--- src/rtl/rss_pkg.sv ---
package rss_pkg;

    typedef enum logic [1:0] {
        ST_IDLE = 2'd0,
        ST_RUN  = 2'd1,
        ST_DONE = 2'd2
    } rss_state_t;

    localparam int          GEN_W         = 16;
    localparam logic [15:0] GEN_MASK      = 16'hB400;
    localparam logic [15:0] SEED_FALLBACK = 16'hACE1;

    // Advance the Galois generator by one step.
    function automatic logic [GEN_W-1:0] gen_step(input logic [GEN_W-1:0] s);
        return s[0] ? ((s >> 1) ^ GEN_MASK) : (s >> 1);
    endfunction

    // A zero state would lock up, so substitute a fixed value.
    function automatic logic [GEN_W-1:0] gen_seed(input logic [GEN_W-1:0] s);
        return (s == '0) ? SEED_FALLBACK : s;
    endfunction

endpackage

--- src/rtl/rss_lfsr.sv ---
module rss_lfsr
    import rss_pkg::*;
(
    input  logic             clk,
    input  logic             rst,
    input  logic             load_i,
    input  logic [GEN_W-1:0] seed_i,
    input  logic             adv_i,
    output logic             bit_o
);
    logic [GEN_W-1:0] state_q;

    always_ff @(posedge clk) begin
        if (rst)
            state_q <= SEED_FALLBACK;
        else if (load_i)
            state_q <= gen_seed(seed_i);
        else if (adv_i)
            state_q <= gen_step(state_q);
    end

    assign bit_o = state_q[0];
endmodule

--- src/rtl/rss_progress.sv ---
module rss_progress #(
    parameter int LEN_W = 8,
    parameter int PAT_W = 10
) (
    input  logic             clk,
    input  logic             rst,
    input  logic             clear_i,
    input  logic             step_i,
    input  logic [LEN_W-1:0] len_i,
    input  logic [PAT_W-1:0] pats_i,
    output logic [PAT_W-1:0] patterns_o,
    output logic             last_o
);
    logic [LEN_W-1:0] shift_q;
    logic             pat_end;

    // len_i and pats_i are never zero here; the top clamps them.
    assign pat_end = (shift_q == len_i - LEN_W'(1));
    assign last_o  = pat_end && (patterns_o == pats_i - PAT_W'(1));

    always_ff @(posedge clk) begin
        if (rst || clear_i) begin
            shift_q    <= '0;
            patterns_o <= '0;
        end else if (step_i) begin
            if (pat_end) begin
                shift_q    <= '0;
                patterns_o <= patterns_o + PAT_W'(1);
            end else begin
                shift_q <= shift_q + LEN_W'(1);
            end
        end
    end
endmodule

--- src/rtl/rss_steer.sv ---
module rss_steer #(
    parameter int NUM_CHAINS = 4,
    parameter int IDX_W      = 2
) (
    input  logic                  en_i,
    input  logic [IDX_W-1:0]      sel_i,
    input  logic                  bit_i,
    output logic [NUM_CHAINS-1:0] scan_o
);
    for (genvar g = 0; g < NUM_CHAINS; g++) begin : g_chain
        assign scan_o[g] = en_i && (sel_i == IDX_W'(g)) && bit_i;
    end
endmodule

--- src/rtl/region_scan_gen.sv ---
module region_scan_gen
    import rss_pkg::*;
#(
    parameter int NUM_CHAINS = 4,
    parameter int LEN_W      = 8,
    parameter int PAT_W      = 10,
    localparam int IDX_W     = $clog2(NUM_CHAINS),
    localparam int SEL_W     = IDX_W + 1
) (
    input  logic                  clk,
    input  logic                  rst,
    input  logic                  start_i,
    input  logic [SEL_W-1:0]      target_i,
    input  logic [GEN_W-1:0]      seed_i,
    input  logic [LEN_W-1:0]      chain_len_i,
    input  logic [PAT_W-1:0]      pat_count_i,
    output logic                  scan_en_o,
    output logic [NUM_CHAINS-1:0] scan_in_o,
    output logic [PAT_W-1:0]      patterns_o,
    output logic                  done_o,
    output logic                  err_o
);
    rss_state_t       state_q;
    logic [IDX_W-1:0] tgt_q;
    logic [LEN_W-1:0] len_q;
    logic [PAT_W-1:0] pats_q;
    logic             in_range, accept, refuse, running, last, gen_bit;

    assign running  = (state_q == ST_RUN);
    assign in_range = (int'(target_i) < NUM_CHAINS);
    assign accept   = start_i && !running && in_range;
    assign refuse   = start_i && !running && !in_range;

    always_ff @(posedge clk) begin
        if (rst) begin
            state_q <= ST_IDLE;
            tgt_q   <= '0;
            len_q   <= LEN_W'(1);
            pats_q  <= PAT_W'(1);
            err_o   <= 1'b0;
        end else if (accept) begin
            state_q <= ST_RUN;
            tgt_q   <= target_i[IDX_W-1:0];
            len_q   <= (chain_len_i == '0) ? LEN_W'(1) : chain_len_i;
            pats_q  <= (pat_count_i == '0) ? PAT_W'(1) : pat_count_i;
            err_o   <= 1'b0;
        end else if (refuse) begin
            state_q <= ST_IDLE;
            err_o   <= 1'b1;
        end else if (running && last) begin
            state_q <= ST_DONE;
        end
    end

    rss_lfsr u_gen (
        .clk    (clk),
        .rst    (rst),
        .load_i (accept),
        .seed_i (seed_i),
        .adv_i  (running),
        .bit_o  (gen_bit)
    );

    rss_progress #(.LEN_W(LEN_W), .PAT_W(PAT_W)) u_prog (
        .clk        (clk),
        .rst        (rst),
        .clear_i    (accept),
        .step_i     (running),
        .len_i      (len_q),
        .pats_i     (pats_q),
        .patterns_o (patterns_o),
        .last_o     (last)
    );

    rss_steer #(.NUM_CHAINS(NUM_CHAINS), .IDX_W(IDX_W)) u_steer (
        .en_i   (running),
        .sel_i  (tgt_q),
        .bit_i  (gen_bit),
        .scan_o (scan_in_o)
    );

    assign scan_en_o = running;
    assign done_o    = (state_q == ST_DONE);
endmodule

--- config.mk ---
export PLATFORM = sky130hd
export DESIGN_NAME = region_scan_gen
export DESIGN_NICKNAME = d
export VERILOG_FILES = /design/src/rtl/rss_pkg.sv /design/src/rtl/rss_lfsr.sv /design/src/rtl/rss_progress.sv /design/src/rtl/rss_steer.sv /design/src/rtl/region_scan_gen.sv
export SDC_FILE = /design/constraint.sdc
export NUM_CORES = 1
export LEC_CHECK = 0
export ABC_AREA = 1
export BUFFER_PORTS_ARGS = -buffer_cell sky130_fd_sc_hd__buf_2
export CORE_UTILIZATION = 56
export CTS_CLUSTER_DIAMETER = 100
export DETAILED_ROUTE_END_ITERATION = 7
export PLACE_DENSITY = 0.83
export SYNTH_ARGS = -nofsm -noshare
export SYNTH_HDL_FRONTEND = slang
export SYNTH_SLANG_ARGS = --single-unit
--- constraint.sdc ---
create_clock -name clk -period 1.9 [get_ports clk]
set_input_delay 0.095 -clock clk [delete_from_list [all_inputs] [get_ports clk]]
set_output_delay 0.095 -clock clk [all_outputs]
set_load 0.02 [all_outputs]
# Word level (Yosys, flattened, before mapping)
# Index checks and enable logic that the tools add are counted.
# classes
addsub	4
n_eq_ne	7
n_mux	10
bitwise	1
reduce_logical	25
magnitude_cmp	1
# ops
operator	count
16-bit two-way mux	4
16-bit logical NOT	1
8-bit two-way mux	2
1-bit logical AND	13
10-bit by 1-bit adder with 10-bit output, second input constant	1
10-bit equality test	1
10-bit logical NOT	1
10-bit two-way mux	1
10-bit by 1-bit subtractor with 10-bit output, second input constant	1
8-bit by 1-bit adder with 8-bit output, second input constant	1
8-bit equality test	1
8-bit logical NOT	1
8-bit by 1-bit subtractor with 8-bit output, second input constant	1
2-bit equality test, second input constant	3
2-bit by 1-bit equality test with 1-bit output, second input constant	2
3-bit inverter with 4-bit output	1
3-bit less-than comparator, second input constant	1
1-bit two-way mux	3
3-bit nonzero test	1
3-bit OR reduction	1
1-bit logical NOT	2
2-bit logical NOT	1
2-bit AND reduction	1
2-bit nonzero test	1
2 further kinds	2
# word_totals
regBits	57
output_inout_bits	17
inputBits	40
elab_cells	57

# Logic depth before layout (Yosys ltp)
# logic_depth
ltp_word	7
mapped_depth	15
depth_no_buf	15

# Hierarchy
# Synthesis repeated with hierarchy kept, for this count alone.
# unflattened
cells_unflattened	524
hier_area_um2	3444.6
# by_module_without_submodules
module	area_each_um2	instances	cells_each	seq_area_each_um2
rss_progress	1604.0	1	258	360.3
region_scan_gen	923.4	1	122	460.4
rss_lfsr	875.8	1	133	320.3
rss_steer	41.3	1	11	0.0

# Worst setup path before layout
# OpenSTA, ideal clock, no wires.
# synth_path
path_kind	reg-to-reg
startpoint	register len_q[0]
endpoint	register state_q[0]
required_ns	1.783
path_slack_ns	0.180
t_arrival_ns	1.603
path_buffers	0
setup_ns	0.117
period_less_slack_ns	1.720
stages_incl_launch_ff	16
path_cell_list	dfxtp_1 inv_2 ha_1 inv_1 nand2_1 nand2_1 nor2_1 nand2_1 nor2_1 nand2_2 nor2_8 nand2_2 nor2_4 nand2_1 nand2_1 nand2_1
# synth_between
elab_chain_cells	5
# synth_rtl
element	line_no	rtl
from (decl)	region_scan_gen.sv:25	logic [LEN_W-1:0] len_q;
from (signal assigned)	region_scan_gen.sv:44	len_q <= (chain_len_i == '0) ? LEN_W'(1) : chain_len_i;
8-bit by 1-bit subtractor with 8-bit output	rss_progress.sv:18	assign pat_end = (shift_q == len_i - LEN_W'(1));
8-bit equality test	rss_progress.sv:18	
1-bit logical AND	rss_progress.sv:19	assign last_o = pat_end && (patterns_o == pats_i - PAT_W'(1));
1-bit logical AND	region_scan_gen.sv:50	end else if (running && last) begin
3-bit nonzero test (no source line)	--	
to (signal assigned)	region_scan_gen.sv:42	state_q <= ST_RUN;
to (signal assigned)	region_scan_gen.sv:48	state_q <= ST_IDLE;
to (signal assigned)	region_scan_gen.sv:51	state_q <= ST_DONE;
to (decl)	region_scan_gen.sv:23	rss_state_t state_q;
# Every way passes these cells.
# A chain may end at the register's enable or synchronous reset.

# Final worst setup path
# Same ends and word-level chain as after synthesis.

==> out/metrics.cfg <==
[setup_path]
critPathCaptureType = flip-flop
worstReg2RegStart = len_q[0]$_SDFFE_PP1P_
path_max_fanout = 5
crit_start = len_q[0]$_SDFFE_PP1P_
required_ps = 2120
critical_path_class = reg -> reg
critPathArrivalTime_ps = 2020
start_kind = flip-flop

[timing]
tightest_slew_ps = 438.3
final_hold_viol_count = 0
holdWs_ps = 8.601
fin_crit_ps = 1803
finalClockSkew_ps = 6.190
slew_viol_final = 0
rsz0062_at_grt = yes
finalCritPeriodShare_pct = 94.87
relSlewSlack_pct = 70.67
fmax_ghz = 0.5548
setup_viol_count_final = 0

[clock_tree]
clock_latency_ps = 340
cts_sinks = 57
clk_pin_slew_ps = 70
cts_tree = built
cts_buffer_depth = 2
cts_made_buffers = 9
clock-root-buffer = clkbuf_8
cts.htree.levels = 3

[finish]
final_cell_area_sq_um = 3949
antennaDiodeCount = 0
area_growth_pct = 23.38
drive_above_1_share_pct = 21.90
nNetsFinal = 587
fillCellCount = 437

[placement]
hpwl_mm = 5.987
placed_area_sq_um = 3601
io_buffers = 56
gp_congestion = 0.9435

[min_path]
hold_path.startpoint = pat_count_i[1]
hold_class = in -> reg

[die]
start_util_pct = 58.12
die_y_microns = 77.60
core_area_sq_um = 5507
die-area_sq_um = 6022
rows = 27
die_x_microns = 77.60
ios = 57

[yosys]
yosys_warnings = 0
yosys_register_bits = 57
synth_edf_count = 0
async_flop_share_pct = 0
synthCells = 460
syn-cell-area_sq_um = 3201
avgSynthCellArea_sq_um = 6.958
synthesis.nets = 504
ys.flop_type = dfxtp_1
synth_cell_type_count = 41
ys_seq_area_share_pct = 35.65

[grt]
antenna_found_initial = 0
gr-total-overflow = 0
grt_pass1_wl_mm = 14.46
grt_pass1_vias = 3251
grt_use_total_pct = 30.17
grt_max_degree = 28

[drt]
vias = 3415
post-route-drc-count = 0
ant_nets = 0
dr.pass1.iters = 5
wl_mm = 8.457
drt_iter0_drc = 231
vias_per_cell = 5.508
wl_per_cell_microns = 13.64

[status]
status = finished clean

[pwr]
p_leak_nw = 1.823
p_per_area_nw_per_um2 = 725.0
vdd_drop_max_mv = 0.4710

[run]
cap_violations = 0

[cells in the mapped netlist, types with 2 or more instances]
master    instances  area share [%]
buf_2             3            0.47
a211oi_1          2            0.47
inv_6             2            0.55
or2_1             2            0.39
nor3_1            6            0.94
o21ai_0          26             4.1
a21oi_1          17             2.7
inv_1            54             6.3
nor2_2            2            0.39
inv_2             7            0.82
nand2_4           3             1.1
nor2_1           43             5.0
nor4_1            9             1.8
a221oi_1          2            0.55
nand2_2           3            0.59
nand3_1          30             4.7
o221ai_1          2            0.55
dfxtp_1          57              36
nand4_1          21             4.1
ha_1              4             1.6
clkbuf_1          5            0.59
a41oi_1           2            0.55
o22ai_1           5            0.98
nor2_4            3             1.1
o21ai_1           2            0.31
xnor2_1           4             1.1
a22oi_1           2            0.47
xor2_1           13             3.6
nor2_8            3             1.9
nand3b_1          2            0.47
a221oi_2          2            0.94
nand2_1         113              13
[cell families (layout without fill, tap and decap cells)]
family,after synthesis,count (layout),share of synthesized area [%]
compound gates,66,66,12.55
xor+xnor,17,17,4.652
fa+ha+maj,4,4,1.564
buf+inv,74,162,9.461
flops,57,57,35.65
simple gates,242,242,36.12
[path summary, 6_finish.rpt]
check	end	slack [ps]	cells past startpoint
max	state_q[0]$_SDFFE_PP0P_	100	15
min	pats_q[1]$_SDFFE_PP0P_	9	3
max reg2reg	state_q[0]$_SDFFE_PP0P_	100	15
min reg2reg	u_gen.state_q[1]$_SDFFE_PP0P_	470	2
[critical path: stages, from the launching register on]
cell and delay (ps):
dfxtp_2 350, inv_4 40, ha_4 260, inv_2 30
nand2_2 40, nand2_1 50, nor2_1 90, nand2_1 50
nor2_1 110, nand2_2 100, nor2_8 150, nand2_4 70
nor2_4 150, nand2_2 80, nand2_1 70, nand2_1 50
[state kept, by name, indices dropped and copies added, names as in the netlist]
signal             count
pats_q                10
u_prog.patterns_o     10
u_prog.shift_q         8
len_q                  8
state_q                2
err_o                  1
tgt_q                  2
u_gen.state_q         16
[area by class of cell]
cell class	count	area, sq um	share of cell area [%]
multi-input combinational	329	1782	45.12
clock buffer	13	158.9	4.024
inverter	64	252.7	6.400
clock inverter	3	15.01	0.3802
tap	72	90.09	2.281
timing repair buffer	82	506.7	12.83
sequential	57	1144	28.96
[power breakdown]
part / total [mW] / switching, mW / internal [mW]
registers: 1.31 / 0.0496 / 1.26
clock network: 1.01 / 0.473 / 0.538
logic: 0.544 / 0.329 / 0.215
total: 2.86 / 0.851 / 2.01
[routing by layer]
metal  vias to the layer above  track usage (%)  part of all wire (%)
met2                       130            50.09                    46
met1                      1569            38.08                    46
met5                         -                0                     0
met4                         0            13.40                   2.7
met3                        26            5.294                   5.5
li1                       1690                -                     -
[placed cells by master, fill, tap and decap left out, types with 3 or more instances in the layout]
cell             n
dfxtp_1         55
nand3_1         30
nor2_8           3
inv_2            7
clkbuf_8        11
ha_1             3
a21oi_1         17
xor2_1          13
nand2_2          5
nand2_4          4
nor3_1           6
dlygate4sd3_1   11
clkinv_2         3
nor2_1          43
inv_1           53
xnor2_1          4
nand4_1         21
buf_4           14
o21ai_0         26
o22ai_1          5
buf_2           56
nand2_1        110
nor4_1           9
nor2_4           3
[through the flow]
stage | utilization, % | power, mW | setup WS, ps | std cells | setup TNS (ps)
finish | 71.71 | 2.863 | 97.44 | 620 | 0
global route | 71.71 | 2.994 | -44.11 | 620 | -115.7
CTS | 70.55 | 2.842 | 32.69 | 616 | 0
detailed placement | 65.39 | 1.822 | 57.23 | 589 | 0
global placement | 65.39 | 1.808 | 125.9 | 589 | 0
floorplan | - | 1.659 | 180.0 | 460 | 0
[timing repair]
action	in CTS	in global routing
hold buffers	11	0
buffers inserted	0	4
endpoints found under the setup margin	0	18
endpoints found under the hold margin	11	0
gates resized for setup	0	11
Note: power is estimated with default switching activity, not from simulation.
